===== src/rtl/bhf_pkg.sv =====
package bhf_pkg;
  typedef enum logic [1:0] {
    POL_FREEZE   = 2'b00,
    POL_NOTTAKEN = 2'b01,
    POL_TAKEN    = 2'b10,
    POL_SPARE    = 2'b11
  } pol_e;
endpackage


===== src/rtl/bhf_event_ctr.sv =====
module bhf_event_ctr #(
  parameter int CW = 16
) (
  input  logic          clk,
  input  logic          rst,
  input  logic          inc,
  output logic [CW-1:0] cnt
);
  localparam logic [CW-1:0] STEP = CW'(1);

  always_ff @(posedge clk) begin
    if (rst)      cnt <= '0;
    else if (inc) cnt <= cnt + STEP;
  end
endmodule


===== src/rtl/bhf_stage_track.sv =====
// Tracks validity, address and branch marking of each slot from decode
// (stage 0) to execute (stage SPAN).
module bhf_stage_track #(
  parameter int AW   = 16,
  parameter int SPAN = 2
) (
  input  logic          clk,
  input  logic          rst,
  input  logic          in_vld,
  input  logic [AW-1:0] in_adr,
  input  logic          mark_br,
  input  logic          mark_ptk,
  input  logic          mark_frz,
  input  logic          flush,
  output logic          di_vld,
  output logic          ex_vld,
  output logic          ex_br,
  output logic          ex_ptk,
  output logic          ex_frz,
  output logic [AW-1:0] ex_adr,
  output logic [SPAN-1:0] occ,
  output logic          unres
);
  logic [SPAN:0]  vld;
  logic [SPAN:1]  br, ptk, frz;
  logic [AW-1:0]  adr [0:SPAN];

  always_ff @(posedge clk) begin
    if (rst) begin
      vld <= '0;
      br  <= '0;
      ptk <= '0;
      frz <= '0;
      for (int i = 0; i <= SPAN; i++) adr[i] <= '0;
    end else begin
      vld[0] <= in_vld;
      adr[0] <= in_adr;
      // entry into the first stage past decode picks up the branch marking
      vld[1] <= vld[0] & ~flush;
      br[1]  <= mark_br;
      ptk[1] <= mark_ptk;
      frz[1] <= mark_frz;
      adr[1] <= adr[0];
      for (int i = 2; i <= SPAN; i++) begin
        vld[i] <= vld[i-1] & ~flush;
        br[i]  <= br[i-1];
        ptk[i] <= ptk[i-1];
        frz[i] <= frz[i-1];
        adr[i] <= adr[i-1];
      end
    end
  end

  assign di_vld = vld[0];
  assign ex_vld = vld[SPAN];
  assign ex_br  = br[SPAN];
  assign ex_ptk = ptk[SPAN];
  assign ex_frz = frz[SPAN];
  assign ex_adr = adr[SPAN];
  assign occ    = vld[SPAN-1:0];
  assign unres  = |(vld[SPAN:1] & br[SPAN:1]);
endmodule


===== src/rtl/bhf_steer.sv =====
// Decides detection, resolution, kill mask and next fetch state.
module bhf_steer
  import bhf_pkg::*;
#(
  parameter int AW   = 16,
  parameter int SPAN = 2
) (
  input  pol_e            pol,
  input  logic            fe,
  input  logic [AW-1:0]   pc,
  input  logic            di_vld,
  input  logic            dec_branch,
  input  logic [AW-1:0]   dec_target,
  input  logic            ex_vld,
  input  logic            ex_br,
  input  logic            ex_ptk,
  input  logic            ex_frz,
  input  logic [AW-1:0]   ex_adr,
  input  logic            ex_taken,
  input  logic [AW-1:0]   ex_target,
  input  logic [SPAN-1:0] occ,
  output logic            detect,
  output logic            det_ptk,
  output logic            det_frz,
  output logic            mis,
  output logic            restart,
  output logic [AW-1:0]   fix_adr,
  output logic [AW-1:0]   nxt_pc,
  output logic            nxt_fe,
  output logic [SPAN:0]   kill
);
  localparam logic [AW-1:0] ADR_ONE = AW'(1);

  logic resolving;

  always_comb begin
    det_ptk   = (pol == POL_TAKEN);
    det_frz   = (pol == POL_FREEZE);
    resolving = ex_vld & ex_br;
    mis       = resolving & ~ex_frz & (ex_taken ^ ex_ptk);
    restart   = resolving & ex_frz;
    fix_adr   = ex_taken ? ex_target : (ex_adr + ADR_ONE);
    detect    = di_vld & dec_branch & ~mis;

    kill    = '0;
    kill[0] = fe & (mis | (detect & (det_ptk | det_frz)));
    for (int k = 1; k <= SPAN; k++) kill[k] = mis & occ[k-1];

    if (mis || restart) begin
      nxt_pc = fix_adr;
      nxt_fe = 1'b1;
    end else if (detect && det_frz) begin
      nxt_pc = pc;
      nxt_fe = 1'b0;
    end else if (detect && det_ptk) begin
      nxt_pc = dec_target;
      nxt_fe = 1'b1;
    end else begin
      nxt_pc = fe ? (pc + ADR_ONE) : pc;
      nxt_fe = fe;
    end
  end
endmodule


===== src/rtl/branch_fetch_ctrl.sv =====
module branch_fetch_ctrl
  import bhf_pkg::*;
#(
  parameter int          AW       = 16,
  parameter int          SPAN     = 2,
  parameter int          CW       = 16,
  parameter int unsigned RESET_PC = 0
) (
  input  logic            clk,
  input  logic            rst,
  input  logic [1:0]      policy_sel,
  input  logic            dec_branch,
  input  logic [AW-1:0]   dec_target,
  input  logic            ex_taken,
  input  logic [AW-1:0]   ex_target,
  output logic [AW-1:0]   pc,
  output logic            fetch_en,
  output logic [SPAN:0]   kill_mask,
  output logic [CW-1:0]   branch_count,
  output logic [CW-1:0]   mispredict_count,
  output logic [CW-1:0]   stall_count
);
  localparam int NUM_EV = 3;
  localparam logic [AW-1:0] PC_INIT = AW'(RESET_PC);

  logic [AW-1:0]   pc_q, nxt_pc, fix_adr, ex_adr;
  logic            fe_q, nxt_fe;
  pol_e            pol_q, pol_eff;
  logic            di_vld, ex_vld, ex_br, ex_ptk, ex_frz, unres;
  logic [SPAN-1:0] occ;
  logic            detect, det_ptk, det_frz, mis, restart;
  logic [SPAN:0]   kill;
  logic [NUM_EV-1:0] ev;
  logic [CW-1:0]   cnt [NUM_EV];

  // policy is only re-sampled while nothing is waiting to resolve
  assign pol_eff = unres ? pol_q : pol_e'(policy_sel);

  always_ff @(posedge clk) begin
    if (rst) begin
      pc_q  <= PC_INIT;
      fe_q  <= 1'b1;
      pol_q <= POL_NOTTAKEN;
    end else begin
      pc_q  <= nxt_pc;
      fe_q  <= nxt_fe;
      pol_q <= pol_eff;
    end
  end

  bhf_stage_track #(.AW(AW), .SPAN(SPAN)) u_track (
    .clk      (clk),
    .rst      (rst),
    .in_vld   (fe_q & ~kill[0]),
    .in_adr   (pc_q),
    .mark_br  (detect),
    .mark_ptk (det_ptk),
    .mark_frz (det_frz),
    .flush    (mis),
    .di_vld   (di_vld),
    .ex_vld   (ex_vld),
    .ex_br    (ex_br),
    .ex_ptk   (ex_ptk),
    .ex_frz   (ex_frz),
    .ex_adr   (ex_adr),
    .occ      (occ),
    .unres    (unres)
  );

  bhf_steer #(.AW(AW), .SPAN(SPAN)) u_steer (
    .pol        (pol_eff),
    .fe         (fe_q),
    .pc         (pc_q),
    .di_vld     (di_vld),
    .dec_branch (dec_branch),
    .dec_target (dec_target),
    .ex_vld     (ex_vld),
    .ex_br      (ex_br),
    .ex_ptk     (ex_ptk),
    .ex_frz     (ex_frz),
    .ex_adr     (ex_adr),
    .ex_taken   (ex_taken),
    .ex_target  (ex_target),
    .occ        (occ),
    .detect     (detect),
    .det_ptk    (det_ptk),
    .det_frz    (det_frz),
    .mis        (mis),
    .restart    (restart),
    .fix_adr    (fix_adr),
    .nxt_pc     (nxt_pc),
    .nxt_fe     (nxt_fe),
    .kill       (kill)
  );

  assign ev = {~fe_q, mis, detect};

  for (genvar g = 0; g < NUM_EV; g++) begin : g_ctr
    bhf_event_ctr #(.CW(CW)) u_ctr (
      .clk (clk),
      .rst (rst),
      .inc (ev[g]),
      .cnt (cnt[g])
    );
  end

  assign pc               = pc_q;
  assign fetch_en         = fe_q;
  assign kill_mask        = kill;
  assign branch_count     = cnt[0];
  assign mispredict_count = cnt[1];
  assign stall_count      = cnt[2];
endmodule


===== config.mk =====
export PLATFORM = sky130hd
export DESIGN_NAME = branch_fetch_ctrl
export DESIGN_NICKNAME = d
export VERILOG_FILES = /design/src/rtl/bhf_pkg.sv /design/src/rtl/bhf_event_ctr.sv /design/src/rtl/bhf_stage_track.sv /design/src/rtl/bhf_steer.sv /design/src/rtl/branch_fetch_ctrl.sv
export SDC_FILE = /design/constraint.sdc
export NUM_CORES = 1
export LEC_CHECK = 0
export ABC_AREA = 1
export BUFFER_PORTS_ARGS = -buffer_cell sky130_fd_sc_hd__buf_2
export CORE_UTILIZATION = 45
export CTS_CLUSTER_SIZE = 24
export DETAILED_ROUTE_END_ITERATION = 12
export GPL_TIMING_DRIVEN = 0
export PLACE_DENSITY = 0.77
export SLEW_MARGIN = 20
export SYNTH_ARGS = -nofsm -noshare
export SYNTH_HDL_FRONTEND = slang
export SYNTH_SLANG_ARGS = --single-unit

===== constraint.sdc =====
create_clock -name clk -period 2.1 [get_ports clk]
set_clock_uncertainty 0.1 [all_clocks]
set_input_delay 0.21 -clock clk [delete_from_list [all_inputs] [get_ports clk]]
set_output_delay 0.21 -clock clk [all_outputs]
set_load 0.1 [all_outputs]

==> out/qor.yml, run 1 <==
drive_gt1_frac: 0.2008
synth.distinct_cells: 38
grt_usage: 0.2357
slowest_stage: "dfxtp_1"
r2r_end: "pc[13]$_SDFFE_PP0P_"
fillers: 1291
clock_tree.buffer_depth: 2
start_util: 0.4590
syn_area_per_cell_um2: 6.646
hold_class: "input pin to flop"
whs_endpoint: "u_track.frz[1]$_SDFF_PP0_"
core_area_um2: 13190
slew_viol_final: 0
io_pins: 106
min-delay-start: "policy_sel[1]"
startpoint_type: "flop"
hold_viol_final: 0
worst-path-buf-inv: 2
r2r_setup_slack_ns: 0.22
grt_pass1_vias: 5531
die_h_um: 118.0
yosysWarnings: 0
cts_tree: "yes"
path_clk_slew_ns: 0.06
r2r_start: "u_track.vld[2]$_SDFF_PP0_"
crit_path_end_kind: "primary output"
arrival_ns: 1.68
fin_nets: 1076
synth_common_cells: "nand2_1, nor2_1, inv_1, dfxtp_1, nand3_1"
power.leakage_nw: 3.410
areaGrowthSynthToFinish_pct: 22.92
drt-total-wl_mm: 15.93
synth_flop_cell: "dfxtp_1"
clk_latency_ns: 0.41
status: "completed"
drt_iter0_drc: 315
syn_area_um2: 6055
cts_buffers: 17
htree_levels: 4
routedWlPerCell_um: 13.04
maxSlewHeadroom: 0.5801
max_freq_ghz: 0.5014
yosysMostFrequentCell: "nand2_1"
required_ns: 1.79
viasPerCell: 4.860
synth_top_area_share: 0.4100
drt.antenna.violating_nets: 0
async_reset_ff_frac: 0
std_cell_rows: 42
gr-total-overflow: 0
ys_seq_area_frac: 0.4100
reg2reg_depth: 11
grt_max_degree: 17
finalPower_mw: 6.189
yosys_register_bits: 124
die_w_um: 118.0
cts_root_buf: "clkbuf_16"
place_inst: 1191
syn-num-nets: 954
powerDensity_nw_per_um2: 831.6
num_vias: 5939
critPathTopFamily: "compound AO/OA/AOI/OAI gates"
regArea_um2: 2530
grt_pass1_wl_mm: 25.99
first_pass_iters: 5
syn_inst: 911
antenna_found_initial: 2
dp_hpwl_mm: 11.86
cp_num_cells: 7
dieArea_um2: 13920
synth_area_leaders: "dfxtp_1, nand2_1, nor2_1"
hold_path_depth: 4
yosysTopAreaCell: "dfxtp_1"
drc_errors: 0
place.gp.congestion: 0.8694
rsz0062_at_grt: "no"
critical_path.cell_chain: "inv_1 > nand2_1 > nand2_4 > a21oi_4 > nand2_2 > a21oi_2 > buf_6"
cap_violations: 0
antennaDiodeCount: 0
fin_crit_ns: 1.995
fin_crit_sh: 0.9498
ir_drop_mv: 0.4373
critPathKind: "flop to primary output"
tightestPinTransition_ns: 0.6298
port_buffers: 104
instances_no_fill: 1222
multi_input_area_um2: 2915
synth-edff-count: 0
setup_viol: 0
cts_hold_buf: 0
cpPeakStageDelay_ns: 0.34
cts.sinks: 124
cp_max_fo: 5
## stage by stage
stage	instance area (um^2)	worst slack (ns)	hold slack [ns]	TNS (ns)	utilization
floorplan	6106	-0.3674	0.2883	-0.7349	-
global placement	6847	0.1688	0.2895	0	0.5191
detailed placement	6847	0.1523	0.2922	0	0.5191
CTS	7435	0.09419	0.02858	0	0.5637
global route	7442	0.002988	0.07984	0	0.5642
finish	7442	0.1054	0.04962	0	0.5642
## cell type report
| class | instances | share of cell area |
|---|---|---|
| multi-input cells | 625 | 0.3917 |
| flip-flops and latches | 124 | 0.3399 |
| repair buffers | 104 | 0.07196 |
| inverters | 136 | 0.06893 |
| clock buffers | 20 | 0.06271 |
| well taps | 176 | 0.02959 |
| plain buffers | 25 | 0.02034 |
| clock inverters | 12 | 0.01479 |
## cell families (layout without fill, tap and decap cells)
logic type | after synthesis | in the layout | synth area share
buf+inv | 162 | 297 | 0.1104
flops | 124 | 124 | 0.4100
simple gates | 505 | 505 | 0.3567
fa+ha+maj | 5 | 5 | 0.01033
compound gates | 98 | 98 | 0.08803
xor+xnor | 17 | 17 | 0.02459
## registers in the layout (all words and copies together) (netlist names)
signal,count
pol_q,2
u_track.adr,48
fetch_en,1
u_track.frz,2
g_ctr.u_ctr.cnt,48
u_track.vld,3
u_track.br,2
u_track.ptk,2
pc,16
## metal layers
metal  up-vias  GRT usage  share of wire
met5         -          0        0.00063
met4         2    0.07131          0.013
met3        20    0.06638          0.066
met2       175     0.4033           0.48
met1      2668     0.2854           0.44
li1       3074          -              -
## where the power goes
group / leakage [nW] / switching [mW] / internal [mW]
Clock: 0.272 / 1.12 / 1.73
Sequential: 1.02 / 0.0845 / 2.45
Combinational: 2.12 / 0.615 / 0.194
## tightest hold or removal path, stage by stage
cell and delay, ns:
buf_2 0.08, nand3_1 0.08, nand2_1 0.10, nor2_1 0.05
## what timing repair did
item	in CTS	in global routing
gates resized for setup	5	2
setup buffers	0	0
endpoints found under the setup margin	3	2
## layout by cell type (no fill, tap or decap), drive strengths merged, types with 12 or more instances in the layout
| cell | Yosys | routed |
|---|---|---|
| nand2 | 208 | 208 |
| a21oi | 39 | 39 |
| o21ai | 47 | 47 |
| clkbuf | 13 | 32 |
| inv | 136 | 140 |
| nor2 | 201 | 201 |
| nand3 | 48 | 48 |
| nand4 | 17 | 17 |
| buf | 13 | 117 |
| dfxtp | 124 | 124 |
| xor2 | 12 | 12 |
| nor3 | 18 | 18 |
## worst max-delay path by stage
stage	start	endpoint	slack (ns)
floorplan	u_track.vld[2]$_SDFF_PP0_	kill_mask[1]	-0.37
global placement	u_track.vld[2]$_SDFF_PP0_	kill_mask[1]	0.17
detailed placement	u_track.vld[2]$_SDFF_PP0_	kill_mask[1]	0.15
CTS	u_track.ptk[2]$_SDFF_PP0_	kill_mask[0]	0.09
global route	u_track.ptk[2]$_SDFF_PP0_	kill_mask[0]	0.003
finish	u_track.ptk[2]$_SDFF_PP0_	kill_mask[0]	0.11
Power figures use the tool's default switching activity.
==> inputs of run 2 (changes only) <==
--- a/config.mk
+++ b/config.mk
@@ -6,7 +6,7 @@
 export NUM_CORES = 1
 export LEC_CHECK = 0
 export ABC_AREA = 1
-export BUFFER_PORTS_ARGS = -buffer_cell sky130_fd_sc_hd__buf_2
+export BUFFER_PORTS_ARGS = -buffer_cell sky130_fd_sc_hd__buf_4
 export CORE_UTILIZATION = 45
 export CTS_CLUSTER_SIZE = 24
 export DETAILED_ROUTE_END_ITERATION = 12
==> run 2 against run 1 <==
Effect of this change: final area rose by 4.1%; largest cell class unchanged; global-route usage rose by 0.13 points; largest power group unchanged; sequential share of layout area fell by 1.3 points; maximum frequency barely moved; via count rose by 0.67%; die area did not move; sequential cell count did not move.
==> out/qor.yml, run 2 (synthesized netlist as in run 1, its figures left out) <==
power.switching_mw: 1.811  # -0.35%
setup_viol: 0  # unchanged
cts_tree: "yes"
crit_path_end_kind: "primary output"
drt_iter0_drc: 301  # -4.4%
grt_max_degree: 17  # unchanged
gr-total-overflow: 0  # unchanged
htree_levels: 4  # unchanged
arrival_ns: 1.68  # about the same
post-cts-setup-buffers: 0  # unchanged
powerDensity_nw_per_um2: 821.1  # -1.3%
dieArea_um2: 13920  # unchanged
cts_buffers: 17  # unchanged
port_buffers: 104  # unchanged
place.gp.congestion: 0.9060  # +4.2%
clock_tree.buffer_depth: 2  # unchanged
cp_max_fo: 15  # +10
areaGrowthSynthToFinish_pct: 27.96
path_clk_slew_ns: 0.06  # about the same
cts.sinks: 124  # unchanged
drive_gt1_frac: 0.1987  # -0.002102
hold_viol_final: 0  # unchanged
power.leakage_nw: 3.465  # +1.6%
tightestPinTransition_ns: 0.6581  # +0.02825 ns
grt_pass1_vias: 5431  # -1.8%
ir_drop_mv: 0.5109  # +17%
grt_pass1_wl_mm: 26.08  # +0.35%
seq_power_share: 0.399  # -0.010
final_util: 0.5874  # +0.02315
antenna_found_initial: 0  # -2
reg2reg_depth: 10  # -1
r2r_setup_slack_ns: 0.23  # about the same
clk_latency_ns: 0.42  # about the same
die_w_um: 118.0  # unchanged
grt_usage: 0.2370  # +0.001306
status: "completed"
whs_endpoint: "pc[0]$_SDFFE_PP0P_"
std_cell_rows: 42  # unchanged
fin_crit_ns: 1.993  # -0.001145 ns
slew_viol_final: 0  # unchanged
r2r_end: "g_ctr[2].u_ctr.cnt[10]$_SDFFE_PP0N_"
setup_slack_ns: 0.1065  # +0.001145 ns
pre_cts_ws_ns: 0.2123  # +0.06001 ns
fin_crit_sh: 0.9493  # about the same
pwr-share-clk: 0.466  # +0.006
startpoint_type: "flop"
layout_common_cells: "nand2_1, nor2_1, inv_1"
cap_violations: 0  # unchanged
viasPerCell: 4.889  # +0.59%
fillers: 1259  # -2.5%
num_vias: 5979  # +0.67%
cts_root_buf: "clkbuf_16"
routedWlPerCell_um: 13.03  # about the same
r2r_start: "g_ctr[2].u_ctr.cnt[0]$_SDFFE_PP0N_"
rsz0062_at_grt: "no"
min-delay-start: "dec_target[0]"
drc_errors: 0  # unchanged
layout_commonest_cell: "nand2_1"
critPathKind: "flop to primary output"
hold_class: "input pin to flop"
p_sw_frac: 0.2847  # -0.008987
max_freq_ghz: 0.5016  # about the same
hold_path_depth: 5  # +1
drt-total-wl_mm: 15.93  # about the same
io_pins: 106  # unchanged
internal_power_mw: 4.551  # +4.1%
core_area_um2: 13190  # unchanged
fin_nets: 1077  # +0.093%
maxSlewHeadroom: 0.5613  # -0.01883
die_h_um: 118.0  # unchanged
first_pass_iters: 5  # unchanged
drt.antenna.violating_nets: 0  # unchanged
start_util: 0.4590  # unchanged
antennaDiodeCount: 0  # unchanged
required_ns: 1.79  # about the same
dp_hpwl_mm: 11.78  # -0.72%
pwr-share-comb: 0.134  # +0.003
-- run 2: cell types whose count changed in the layout (fill, tap and decap cells not counted), moves of 2 or more --
| cell | previous run | this run |
|---|---|---|
| clkbuf_8 | 3 | 1 |
| clkbuf_1 | 12 | 14 |
| buf_2 | 102 | 1 |
| clkinvlp_4 | 5 | 2 |
| buf_4 | 4 | 104 |
| clkinv_4 | 0 | 4 |
-- run 2: layout make-up --
type / count / area [um^2] / share of cell area
buffer: 25 / 151.4 / 0.01954
sequential: 124 / 2530 / 0.3266
inverter: 136 / 513.0 / 0.06621
clock inverter: 11 / 132.6 / 0.01712
multi-input combinational: 625 / 2918 / 0.3766
clock buffer: 21 / 471.7 / 0.06088
timing repair buffer: 105 / 810.8 / 0.1047
tap: 176 / 220.2 / 0.02842
-- run 2: how the worst max path moves through the flow --
| stage | start | to | slack (ns) | cells past startpoint |
|---|---|---|---|---|
| 2_1_floorplan | u_track.vld[2]$_SDFF_PP0_ | kill_mask[1] | -0.37 | 5 |
| 3_3_place_gp | g_ctr[2].u_ctr.cnt[0]$_SDFFE_PP0N_ | g_ctr[2].u_ctr.cnt[10]$_SDFFE_PP0N_ | 0.22 | 10 |
| 3_5_place_dp | g_ctr[2].u_ctr.cnt[0]$_SDFFE_PP0N_ | g_ctr[2].u_ctr.cnt[10]$_SDFFE_PP0N_ | 0.21 | 10 |
| 6_report | u_track.vld[2]$_SDFF_PP0_ | kill_mask[2] | 0.11 | 5 |
| 4_1_cts | u_track.ptk[2]$_SDFF_PP0_ | kill_mask[0] | 0.08 | 7 |
| 5_1_grt | g_ctr[2].u_ctr.cnt[0]$_SDFFE_PP0N_ | g_ctr[2].u_ctr.cnt[10]$_SDFFE_PP0N_ | 0.003 | 10 |
-- run 2: timing repair --
item,4_1_cts,5_1_grt
gates cloned,0,0
hold endpoints to repair,1,0
setup endpoints to repair,3,3
resized for setup,2,5
hold buffers,1,0
-- run 2: power by group through the flow --
| stage | clock network [mW] | registers, mW | logic [mW] |
|---|---|---|---|
| after floorplan | 0 | 2.87 | 0.326 |
| final | 2.97 | 2.54 | 0.855 |
| after global placement | 0 | 2.59 | 0.834 |
| after global routing | 3.10 | 2.55 | 0.923 |
| after CTS | 2.99 | 2.54 | 0.853 |
| after detailed placement | 0 | 2.59 | 0.840 |
-- run 2: stage by stage --
step                std cells  hold slack, ns  TNS (ns)  area, um^2  power, mW
global route             1223          0.1315         0        7747      6.576
CTS                      1223         0.05474         0        7725      6.383
detailed placement       1191          0.2916         0        7107      3.426
global placement         1191          0.2894         0        7107      3.420
finish                   1223         0.06980         0        7747      6.361
floorplan                 911          0.2883   -0.7349        6106      3.192
-- run 2: layer usage --
metal,vias to the layer above,share of wire,wire length [um],track usage
li1,3073,-,-,-
met1,2677,0.43,6920,0.2815
met2,205,0.47,7553,0.4051
met3,24,0.073,1156,0.06831
met4,0,0.019,303,0.08413
met5,-,0,0,0
-- run 2: critical path, cell delays in order (launching register included) --
cell	delay (ns)
dfxtp_1	0.33
nand2_2	0.14
nor2_4	0.18
nand2_4	0.16
nor2_1	0.19
buf_6	0.26
==> inputs of run 3 (changes only) <==
--- a/config.mk
+++ b/config.mk
@@ -11,6 +11,7 @@
 export CTS_CLUSTER_SIZE = 24
 export DETAILED_ROUTE_END_ITERATION = 12
 export GPL_TIMING_DRIVEN = 0
+export HOLD_SLACK_MARGIN = 0.15
 export PLACE_DENSITY = 0.77
 export SLEW_MARGIN = 20
 export SYNTH_ARGS = -nofsm -noshare
==> run 3 against run 2 <==
Effect of this change: die area unchanged; cell count rose by 1.2%; routed wire length increased by 1.5%; sequential share of layout area is 0.62 points lower; critical path depth grew 2; count of clock-buffer cells in the layout stayed put; worst hold slack improved by 0.090 ns; critical endpoint is now kill_mask[0]; largest power group unchanged.
==> out/qor.yml, run 3 (synthesized netlist as in run 1, its figures left out) <==
status: "completed"
crit_path_end_kind: "primary output"
critPathTopFamily: "compound AO/OA/AOI/OAI gates"
slew_viol_final: 0  # unchanged
num_vias: 5987  # +0.13%
drc_errors: 0  # unchanged
ir_drop_mv: 0.5086  # -0.45%
clock_tree.buffer_depth: 2  # unchanged
std_cell_rows: 42  # unchanged
place.gp.congestion: 0.9060  # unchanged
whs_endpoint: "pc[4]$_SDFFE_PP0P_"
grt_pass1_vias: 5522  # +1.7%
powerDensity_nw_per_um2: 808.0  # -1.6%
hold_viol_final: 0  # unchanged
dieArea_um2: 13920  # unchanged
arrival_ns: 1.68  # about the same
setup_viol: 0  # unchanged
cp_max_fo: 5  # -10
fin_nets: 1092  # +1.4%
r2r_start: "u_track.ptk[2]$_SDFF_PP0_"
layout_commonest_cell: "nand2_1"
cts_root_buf: "clkbuf_16"
multi_input_area_um2: 2918  # unchanged
final_util: 0.5987  # +0.01138
antenna_found_initial: 0  # unchanged
cts.sinks: 124  # unchanged
critical_path.cell_chain: "inv_1 > nand2_1 > nand2_4 > a21oi_4 > nand2_2 > a21oi_4 > buf_12"
grt_max_degree: 17  # unchanged
maxSlewHeadroom: 0.5549  # -0.006411
regArea_um2: 2530  # unchanged
setup_slack_ns: 0.1058  # -0.0007600 ns
worst-path-buf-inv: 2  # +1
min-delay-start: "dec_target[4]"
die_h_um: 118.0  # unchanged
areaGrowthSynthToFinish_pct: 30.44
drt.antenna.violating_nets: 0  # unchanged
dp_hpwl_mm: 11.78  # unchanged
tightestPinTransition_ns: 0.6677  # +0.009616 ns
pre_cts_ws_ns: 0.2123  # unchanged
r2r_setup_slack_ns: 0.23  # about the same
grt_usage: 0.2400  # +0.002919
layout_common_cells: "nand2_1, nor2_1, inv_1"
fin_crit_ns: 1.994  # +0.0007600 ns
gr-total-overflow: 0  # unchanged
slowest_stage: "dfxtp_1"
drt_iter0_drc: 319  # +6.0%
drive_gt1_frac: 0.1959  # -0.002806
rsz0062_at_grt: "no"
drt-total-wl_mm: 16.17  # +1.5%
path_clk_slew_ns: 0.06  # about the same
antennaDiodeCount: 0  # unchanged
grt_pass1_wl_mm: 26.40  # +1.2%
first_pass_iters: 5  # unchanged
htree_levels: 4  # unchanged
viasPerCell: 4.836  # -1.1%
fillers: 1242  # -1.4%
hold_class: "input pin to flop"
die_w_um: 118.0  # unchanged
core_area_um2: 13190  # unchanged
clk_latency_ns: 0.42  # about the same
hold_path_depth: 7  # +2
cap_violations: 0  # unchanged
required_ns: 1.79  # about the same
hold_ws_ns: 0.1594  # +0.08957 ns
reg2reg_depth: 12  # +2
critPathKind: "flop to primary output"
routedWlPerCell_um: 13.06  # +0.24%
port_buffers: 104  # unchanged
start_util: 0.4590  # unchanged
worst_path_most_repeated_cell: "a21oi_4"
r2r_end: "pc[13]$_SDFFE_PP0P_"
startpoint_type: "flop"
cpPeakStageDelay_ns: 0.35  # +0.02 ns
cts_tree: "yes"
cts_buffers: 17  # unchanged
fin_crit_sh: 0.9496  # about the same
max_freq_ghz: 0.5014  # about the same
post-cts-setup-buffers: 0  # unchanged
io_pins: 106  # unchanged
power.leakage_nw: 3.530  # +1.9%
==> run 3: changes by cell type in the layout (fill, tap and decap cells not counted), sizes merged <==
| cell | delta |
|---|---|
| dlygate4sd3 | +15 |
==> run 3: worst max path at each step <==
stage | cells after the start | start | to | slack [ns]
after floorplan | 5 | u_track.vld[2]$_SDFF_PP0_ | kill_mask[1] | -0.37
after global placement | 10 | g_ctr[2].u_ctr.cnt[0]$_SDFFE_PP0N_ | g_ctr[2].u_ctr.cnt[10]$_SDFFE_PP0N_ | 0.22
after detailed placement | 10 | g_ctr[2].u_ctr.cnt[0]$_SDFFE_PP0N_ | g_ctr[2].u_ctr.cnt[10]$_SDFFE_PP0N_ | 0.21
after CTS | 7 | u_track.ptk[2]$_SDFF_PP0_ | kill_mask[0] | 0.08
after global routing | 10 | g_ctr[2].u_ctr.cnt[0]$_SDFFE_PP0N_ | g_ctr[2].u_ctr.cnt[10]$_SDFFE_PP0N_ | 0.003
final | 7 | u_track.ptk[2]$_SDFF_PP0_ | kill_mask[0] | 0.11
==> run 3: routing by layer <==
layer	track usage	up-vias	share of wire
li1	-	3100	-
met3	0.06589	24	0.068
met5	0	-	0
met2	0.4129	185	0.48
met4	0.08654	0	0.019
met1	0.2843	2678	0.43
==> run 3: power by group <==
part	leakage, nW	switching, mW	internal [mW]
combinational	2.22	0.620	0.258
clock	0.289	1.10	1.86
sequential	1.02	0.0884	2.45
total	3.53	1.81	4.57
==> run 3: timing repair <==
item                                   in CTS  in global routing
hold buffers                               16                  0
endpoints found under the hold margin      14                  0
resized for setup                           2                  5
setup endpoints to repair                   3                  3
pin swaps                                   0                  0
==> run 3: area by class of cell <==
cell class	count	share of cell area
Timing Repair Buffer	120	0.1217
Inverter	136	0.06496
Tap cell	176	0.02788
Clock buffer	21	0.05973
Multi-Input combinational cell	625	0.3695
Buffer	25	0.01917
Sequential cell	124	0.3203
Clock inverter	11	0.01679
==> run 3: stage by stage <==
stage	cell area (um^2)	power, mW	setup TNS, ns	std cells
global route	7898	6.600	0	1238
finish	7898	6.382	0	1238
detailed placement	7107	3.426	0	1191
global placement	7107	3.420	0	1191
CTS	7875	6.406	0	1238
floorplan	6106	3.192	-0.7349	911
==> run 3: worst min-delay path, delay by kind of cell <==
kind | cells | cell delay, ns
and+or+nand+nor | 5 | 0.27
buffers and inverters | 2 | 0.16
